## src/rtl/rtc32k_pkg.sv

```systemverilog
package rtc32k_pkg;
    localparam int          ADDR_W   = 9;
    localparam int          DATA_W   = 32;
    localparam logic [8:0]  OFF_CTRL = 9'h000;
    localparam logic [8:0]  OFF_DIV  = 9'h008;
    localparam logic [8:0]  OFF_GATE = 9'h060;
    localparam logic [8:0]  OFF_OSC  = 9'h160;
    localparam logic [15:0] CTRL_KEY = 16'h16AA;

    typedef enum logic [1:0] {
        FO_LOSC = 2'd0,
        FO_XTAL = 2'd1,
        FO_REF  = 2'd2,
        FO_NONE = 2'd3
    } fo_src_e;

    typedef struct packed {
        logic xtal_gate;
        logic rtc_sel;
        logic losc_sel;
    } ctrl_t;

    typedef struct packed {
        logic    ref_gate;
        fo_src_e fo_src;
        logic    fo_en;
    } gate_t;
endpackage

```

## src/rtl/rtc32k_regs.sv

```systemverilog
module rtc32k_regs
    import rtc32k_pkg::*;
#(
    parameter int DIVN_W = 5
) (
    input  logic              clk,
    input  logic              rst_n,
    input  logic              we,
    input  logic [ADDR_W-1:0] addr,
    input  logic [DATA_W-1:0] wdata,
    output logic [DATA_W-1:0] rdata,
    output ctrl_t             ctrl_o,
    output gate_t             gate_o,
    output logic [DIVN_W-1:0] divn_o,
    output logic              fast_en_o,
    output logic              div_wr_o
);
    typedef struct packed {
        ctrl_t             ctrl;
        gate_t             gate;
        logic [DIVN_W-1:0] divn;
        logic              fast_en;
    } regs_t;

    regs_t regs_d, regs_q;
    logic  unused_wbits;

    assign unused_wbits = ^wdata;

    always_comb begin
        regs_d = regs_q;
        if (we) begin
            unique case (addr)
                OFF_CTRL: if (wdata[31:16] == CTRL_KEY) begin
                    regs_d.ctrl.losc_sel  = wdata[0];
                    regs_d.ctrl.rtc_sel   = wdata[1];
                    regs_d.ctrl.xtal_gate = wdata[4];
                end
                OFF_DIV:  regs_d.divn = wdata[DIVN_W-1:0];
                OFF_GATE: begin
                    regs_d.gate.fo_en    = wdata[0];
                    regs_d.gate.fo_src   = fo_src_e'(wdata[2:1]);
                    regs_d.gate.ref_gate = wdata[16];
                end
                OFF_OSC:  regs_d.fast_en = wdata[0];
                default:  ;
            endcase
        end
    end

    always_ff @(posedge clk or negedge rst_n) begin
        if (!rst_n) regs_q <= '0;
        else        regs_q <= regs_d;
    end

    always_comb begin
        rdata = '0;
        unique case (addr)
            OFF_CTRL: begin
                rdata[0] = regs_q.ctrl.losc_sel;
                rdata[1] = regs_q.ctrl.rtc_sel;
                rdata[4] = regs_q.ctrl.xtal_gate;
            end
            OFF_DIV:  rdata[DIVN_W-1:0] = regs_q.divn;
            OFF_GATE: begin
                rdata[0]   = regs_q.gate.fo_en;
                rdata[2:1] = regs_q.gate.fo_src;
                rdata[16]  = regs_q.gate.ref_gate;
            end
            OFF_OSC:  rdata[0] = regs_q.fast_en;
            default:  ;
        endcase
    end

    assign ctrl_o    = regs_q.ctrl;
    assign gate_o    = regs_q.gate;
    assign divn_o    = regs_q.divn;
    assign fast_en_o = regs_q.fast_en;
    assign div_wr_o  = we && (addr == OFF_DIV);
endmodule

```

## src/rtl/rtc32k_fast_div.sv

```systemverilog
module rtc32k_fast_div #(
    parameter int PRE_DIV = 32,
    parameter int DIVN_W  = 5
) (
    input  logic              clk,
    input  logic              rst_n,
    input  logic              en,
    input  logic              restart,
    input  logic              tick,
    input  logic [DIVN_W-1:0] divn,
    output logic              pulse
);
    localparam int              PRE_W   = (PRE_DIV > 1) ? $clog2(PRE_DIV) : 1;
    localparam logic [PRE_W-1:0] PRE_TOP = PRE_W'(PRE_DIV - 1);

    typedef struct packed {
        logic [PRE_W-1:0]  pre;
        logic [DIVN_W-1:0] post;
    } cnt_t;

    cnt_t cnt_d, cnt_q;
    logic pre_wrap;

    assign pre_wrap = tick && (cnt_q.pre == PRE_TOP);
    assign pulse    = en && pre_wrap && (cnt_q.post == divn);

    always_comb begin
        cnt_d = cnt_q;
        if (!en || restart) begin
            cnt_d = '0;
        end else if (tick) begin
            if (pre_wrap) begin
                cnt_d.pre  = '0;
                cnt_d.post = (cnt_q.post == divn) ? '0 : cnt_q.post + 1'b1;
            end else begin
                cnt_d.pre = cnt_q.pre + 1'b1;
            end
        end
    end

    always_ff @(posedge clk or negedge rst_n) begin
        if (!rst_n) cnt_q <= '0;
        else        cnt_q <= cnt_d;
    end
endmodule

```

## src/rtl/rtc32k_fixed_div.sv

```systemverilog
module rtc32k_fixed_div #(
    parameter int DIV = 750
) (
    input  logic clk,
    input  logic rst_n,
    input  logic en,
    input  logic tick,
    output logic pulse
);
    localparam int           CNT_W = (DIV > 1) ? $clog2(DIV) : 1;
    localparam logic [CNT_W-1:0] TOP = CNT_W'(DIV - 1);

    logic [CNT_W-1:0] cnt_d, cnt_q;

    assign pulse = en && tick && (cnt_q == TOP);

    always_comb begin
        cnt_d = cnt_q;
        if (!en)       cnt_d = '0;
        else if (tick) cnt_d = (cnt_q == TOP) ? '0 : cnt_q + 1'b1;
    end

    always_ff @(posedge clk or negedge rst_n) begin
        if (!rst_n) cnt_q <= '0;
        else        cnt_q <= cnt_d;
    end
endmodule

```

## src/rtl/rtc32k_clk_sel.sv

```systemverilog
module rtc32k_clk_sel
    import rtc32k_pkg::*;
#(
    parameter int PRE_DIV      = 32,
    parameter int DIVN_W       = 5,
    parameter int REF_DIV      = 750,
    parameter bit HAS_EXT_XTAL = 1'b1
) (
    input  logic              clk,
    input  logic              rst_n,
    input  logic              fast_tick,
    input  logic              ref_tick,
    input  logic              xtal_tick,
    input  logic              reg_we,
    input  logic [ADDR_W-1:0] reg_addr,
    input  logic [DATA_W-1:0] reg_wdata,
    output logic [DATA_W-1:0] reg_rdata,
    output logic              losc_clk_en,
    output logic              rtc_clk_en,
    output logic              fanout_clk_en
);
    ctrl_t             ctrl;
    gate_t             gate;
    logic [DIVN_W-1:0] divn;
    logic              fast_en;
    logic              div_wr;
    logic              fast_pulse;
    logic              ref_pulse;
    logic              xtal_gated;
    logic              fo_mux;

    rtc32k_regs #(.DIVN_W(DIVN_W)) u_regs (
        .clk       (clk),
        .rst_n     (rst_n),
        .we        (reg_we),
        .addr      (reg_addr),
        .wdata     (reg_wdata),
        .rdata     (reg_rdata),
        .ctrl_o    (ctrl),
        .gate_o    (gate),
        .divn_o    (divn),
        .fast_en_o (fast_en),
        .div_wr_o  (div_wr)
    );

    rtc32k_fast_div #(.PRE_DIV(PRE_DIV), .DIVN_W(DIVN_W)) u_fast (
        .clk     (clk),
        .rst_n   (rst_n),
        .en      (fast_en),
        .restart (div_wr),
        .tick    (fast_tick),
        .divn    (divn),
        .pulse   (fast_pulse)
    );

    rtc32k_fixed_div #(.DIV(REF_DIV)) u_ref (
        .clk   (clk),
        .rst_n (rst_n),
        .en    (gate.ref_gate),
        .tick  (ref_tick),
        .pulse (ref_pulse)
    );

    generate
        if (HAS_EXT_XTAL) begin : g_xtal
            assign xtal_gated = xtal_tick && ctrl.xtal_gate;
        end else begin : g_no_xtal
            logic unused_xtal;
            assign unused_xtal = xtal_tick ^ ctrl.xtal_gate;
            assign xtal_gated  = 1'b0;
        end
    endgenerate

    always_comb begin
        losc_clk_en = ctrl.losc_sel ? xtal_gated : fast_pulse;
        rtc_clk_en  = ctrl.rtc_sel  ? ref_pulse  : losc_clk_en;
        unique case (gate.fo_src)
            FO_LOSC: fo_mux = losc_clk_en;
            FO_XTAL: fo_mux = xtal_gated;
            FO_REF:  fo_mux = ref_pulse;
            default: fo_mux = 1'b0;
        endcase
        fanout_clk_en = gate.fo_en && fo_mux;
    end
endmodule

```

## config.mk

```make
export PLATFORM = sky130hd
export DESIGN_NAME = rtc32k_clk_sel
export DESIGN_NICKNAME = d
export VERILOG_FILES = /design/src/rtl/rtc32k_pkg.sv /design/src/rtl/rtc32k_regs.sv /design/src/rtl/rtc32k_fast_div.sv /design/src/rtl/rtc32k_fixed_div.sv /design/src/rtl/rtc32k_clk_sel.sv
export SDC_FILE = /design/constraint.sdc
export NUM_CORES = 1
export LEC_CHECK = 0
export BUFFER_PORTS_ARGS = -buffer_cell sky130_fd_sc_hd__clkbuf_2
export CORE_MARGIN = 2
export CORE_UTILIZATION = 40
export CTS_BUF_LIST = sky130_fd_sc_hd__clkbuf_16
export DETAILED_ROUTE_END_ITERATION = 12
export PLACE_DENSITY = 0.72
export SLEW_MARGIN = 0
export SYNTH_ARGS = -nofsm -noshare
export SYNTH_HDL_FRONTEND = slang
export SYNTH_HIERARCHICAL = 1
export SYNTH_SLANG_ARGS = --single-unit
```

## constraint.sdc

```tcl
create_clock -name clk -period 6 [get_ports clk]
set_input_delay 1.8 -clock clk [delete_from_list [all_inputs] [get_ports clk]]
set_output_delay 1.8 -clock clk [all_outputs]
set_load 0.01 [all_outputs]
```

# ---- Yosys cells after proc, flatten, opt, wreduce, memory -nomap -nowiden
# Cells that the tools add are included.
dict set report word_totals {
  elab_cells 60
  inputBits 47
  reg_bits 33
}
dict set report op_classes {
  eq_ne 10
  n_addsub 3
  n_mux 17
  reduce_logical 19
}
# cell n
set op_table {}
lappend op_table {{10-bit 2-to-1 mux} 5}
lappend op_table {{16-bit by 13-bit == test with 1-bit output, second input constant} 1}
lappend op_table {{5-bit 2-to-1 mux} 3}
lappend op_table {{10-bit by 1-bit adder with 10-bit output, second input constant} 1}
lappend op_table {{5-bit by 1-bit adder with 5-bit output, second input constant} 2}
lappend op_table {{10-bit == test, second input constant} 1}
lappend op_table {{9-bit by 4-bit == test with 1-bit output, second input constant} 1}
lappend op_table {{9-bit by 7-bit == test with 1-bit output, second input constant} 1}
lappend op_table {{9-bit == test, second input constant} 1}
lappend op_table {{9-bit logical NOT} 1}
lappend op_table {{1-bit logical AND} 8}
lappend op_table {{2-bit AND reduction} 4}
lappend op_table {{1-bit one-hot mux with 3 select lines} 2}
lappend op_table {{5-bit == test} 1}
lappend op_table {{5-bit == test, second input constant} 1}
lappend op_table {{1-bit 2-to-1 mux} 4}
lappend op_table {{1-bit one-hot mux with 2 select lines} 2}
lappend op_table {{1-bit one-hot mux with 4 select lines} 1}
lappend op_table {{2-bit nonzero test} 2}
lappend op_table {{3-bit AND reduction} 1}
lappend op_table {{2-bit by 1-bit == test with 1-bit output, second input constant} 1}
lappend op_table {{2-bit == test, second input constant} 1}
lappend op_table {{2-bit logical NOT} 1}
lappend op_table {{2-bit != test, second input constant} 1}
lappend op_table {{2 further kinds} 2}

# ---- Logic depth before layout (Yosys ltp)
dict set report depth {
  word_depth 7
  depth_mapped 9
}

# ---- Hierarchy
# The synthesis kept the hierarchy.
# module cells_each area_per_inst_um2 n_inst seq_area_each_um2
set by_module_without_submodules {}
lappend by_module_without_submodules {rtc32k_regs 83 958.4 1 325.3}
lappend by_module_without_submodules {rtc32k_fast_div 66 615.6 1 250.2}
lappend by_module_without_submodules {rtc32k_fixed_div 64 558.0 1 250.2}
lappend by_module_without_submodules {rtc32k_clk_sel 9 60.1 1 0.0}

# ---- Worst setup path after synthesis
# OpenSTA, ideal clock, no wires.
dict set report synth_timing {
  path_kind {input-to-output}
  start {in reg_addr[7]}
  end {out reg_rdata[0]}
  path_slack_ns 1.258
  t_required_ns 4.200
  path_buffers 0
  path_stages 4
  arrival_time_ns 2.942
  cell_sequence {or4bb_4 or2_2 nor3_1 a221o_2}
}
dict set report synth_via {
  elab_chain_cells 2
  word_cells_on_any_way 5
  classes_between {eq/ne: 3; mux: 1; reduce/logical: 1}
}
# item line_no
set synth_rtl {}
lappend synth_rtl {{start: declaration} rtc32k_clk_sel.sv:15} ;# input logic [ADDR_W-1:0] reg_addr,
lappend synth_rtl {{9-bit == test, or another cell as far along} rtc32k_regs.sv:58} ;# unique case (addr)
lappend synth_rtl {{1-bit one-hot mux with 4 select lines *} rtc32k_regs.sv:58}
lappend synth_rtl {{end: declaration} rtc32k_clk_sel.sv:17} ;# output logic [DATA_W-1:0] reg_rdata,
# Mark *: on every way between the ends. The rest lies on a longest branch, timed or not.

# ---- Final worst setup path
dict set report layout_timing {
  start {in reg_addr[5]}
  end {out reg_rdata[1]}
}
dict set report layout_via {
  elab_chain_cells 2
  word_cells_on_any_way 4
  classes_between {eq/ne: 2; mux: 1; reduce/logical: 1}
}
# item line_no
set layout_rtl {}
lappend layout_rtl {{9-bit by 7-bit == test with 1-bit output, or another cell as far along} rtc32k_regs.sv:58}
lappend layout_rtl {{1-bit one-hot mux with 3 select lines *} rtc32k_regs.sv:58}
# Marked as above.

==> summary.txt <==
Count leader, synth: dfrtp_1
Synthesized area: 2190 sq um
CTS Buf Count: 5
Worst flop-to-flop path startpoint: u_fast/cnt_q[5]
Largest net degree at the start of global routing: 34
Synth cell count leaders: 33 x dfrtp_1, 26 x buf_4, 17 x nand2_1
Worst Setup SP: reg_addr[5]
CP Capture Type: output port
Initial detailed-routing violation count: 81
Postcts setup bufs: 0
Slew HR: 0.459
Post-synthesis cell type count: 52
N_diodes: 0
Cells after Synth: 222
Global route overflow: 0
Slew at the pin with the worst max-slew slack: 0.811 ns
Worst-Skew Late Latency: 0.27 ns
Area Overhead vs Synth: 14.6%
Residual DRC: 0
Crit Path Class: in -> out
Post-synthesis async set-or-reset flop share: 1.00
Drt first pass iters: 4
Post-synth EDFFs: 0
CTS root buf: clkbuf_16
Final setup vio count: 0
Worst-path clk slew: 0.05 ns
Worst EP required: 4.20 ns
Worst R2R End: u_fast/cnt_q[4]
Startpoint Class: primary input
Wire length per cell: 12.6 microns
Fin crit period: 5.00 ns
Clock power frac: 0.472
Cell internal pwr: 390 uW
Gates resized, CTS repair: 0
CTS sink count: 33
R2R depth: 6
Setup Skew: 0.00301 ns
Yosys warns: 6
Setup crit end: reg_rdata[1]
Hold path cells: 2
Row cnt: 26
Status: finished clean
Clk buf depth: 2
Placed Cells: 332
DRT antenna net count: 0
Fillers: 493
Count of state elements after synthesis: 33
Comb pwr share: 0.078
Drt via density: 5.01
WP data arrival: 3.20 ns
Cell taking the most area after synthesis: dfrtp_1
CTS tree: done
Min-delay worst type: reg -> reg
RSZ-0062 raised after global routing: false
Global placement routability congestion: 0.802
Initial Util: 0.421
Sequential power share: 0.450
Post-DP HPWL: 3270 microns
Synth area leaders: dfrtp_1 38%, buf_4 8.9%, mux2_2 4.6%
Final hold slack: 0.536 ns
H-tree depth: 2
First-pass GRT wire length: 7350 microns
Max Cap Viol: 0
Vias in the first global route: 1537
Peak supply drop: 0.143 mV
Top fanout value on the critical path: 6
Prevailing post-synth register cell: dfrtp_1
Die Y: 78.0 microns
F_max: 200 MHz
Core area: 5200 sq um
Layout cells sized above 1: 0.296
Die width: 78.0 microns
Seq/Total Area, Yosys: 0.377
Via Count: 1705
Area share of the largest cell type after synthesis: 0.377
Final Hold Vio Count: 0
Net Sw Power: 115 uW
Post-Route WL: 4290 microns
Flop-to-flop setup slack: 4.22 ns
Sum Neg Setup Slack: 0 ns
Initial antenna violation count: 0
Period utilization: 0.834
Avg Cell Area, Syn: 9.87 sq um
Fin cells: 340
GRT Total Usage: 0.150
Die area: 6090 sq um
Fin. max-slew vios: 0
Nets: 321
Hold buffers post-CTS: 0
Num ports: 82
IO buf count: 44
Switching Fraction: 0.227
Leak: 1.20 nW
PwrDens: 201 nW/um^2
worst min-delay path by stage:
| stage | end | from |
|---|---|---|
| after CTS | u_ref/cnt_q[1] | u_ref/cnt_q[1] |
| after detailed placement | u_ref/cnt_q[1] | u_ref/cnt_q[1] |
| final | u_ref/cnt_q[1] | u_ref/cnt_q[1] |
| after global placement | u_ref/cnt_q[1] | u_ref/cnt_q[1] |
| after global routing | u_regs/gate_o[0] | u_regs/gate_o[0] |
| after floorplan | u_ref/cnt_q[1] | u_ref/cnt_q[1] |
flip-flops by register name (all words and copies together), names as in the netlist:
signal	cells
u_regs/ctrl_o	3
u_regs/gate_o	4
u_regs/fast_en_o	1
u_regs/divn_o	5
u_ref/cnt_q	10
u_fast/cnt_q	10
cell type report:
type,instances,area [sq um],share of cell area
clock buffer,5,125,0.0498
clock inverter,3,13.8,0.00548
inverter,7,26.3,0.0105
multi-input combinational,178,1210,0.483
sequential,33,826,0.329
tap,70,87.6,0.0349
timing repair buffer,44,220,0.0877
per-stage QoR:
step | area (sq um) | worst slack [ns] | power, mW | util
after floorplan | 2290 | 1.26 | 0.262 | -
after global placement | 2370 | 0.987 | 0.270 | 0.456
after detailed placement | 2370 | 0.996 | 0.271 | 0.456
after CTS | 2510 | 0.987 | 0.511 | 0.482
after global routing | 2510 | 0.900 | 0.528 | 0.482
final | 2510 | 0.995 | 0.505 | 0.482
layer usage:
metal  global-route usage  wire [microns]  vias up
li1                     -               -      842
met1                0.205            1940      804
met2                0.240            2100       53
met3               0.0414             227        6
met4               0.0263              27        0
met5                    0               0        -
placed cells by master (no fill, tap or decap), types with 7 or more instances in the layout:
master	count
nor2_1	11
inv_1	8
dfrtp_1	33
o21ai_0	14
a21oi_1	7
nand3_1	10
and3_1	7
mux2_2	9
nand2_1	17
conb_1	26
clkbuf_2	44
power by group through the flow:
stage	registers, mW	clock network (mW)	logic (mW)
floorplan	0.230	0	0.0322
global placement	0.231	0	0.0389
detailed placement	0.231	0	0.0398
CTS	0.227	0.244	0.0398
global route	0.227	0.256	0.0449
finish	0.227	0.238	0.0395
cells by family after synthesis:
kind of cell / Yosys count / share of synthesized area
other cells: 1 / 0.00171
xor+xnor: 7 / 0.0280
compound gates: 35 / 0.0982
flops: 33 / 0.377
fa+ha+maj: 5 / 0.0285
buf+inv: 36 / 0.113
mux: 17 / 0.0942
simple gates: 88 / 0.260
critical path, stage by stage:
cell	delay, ns
clkbuf_2	0.08
or4_4	0.56
nor4_4	0.36
a22oi_1	0.17
nand2_1	0.09
clkbuf_2	0.13
Note: power is estimated with default switching activity, not from simulation.
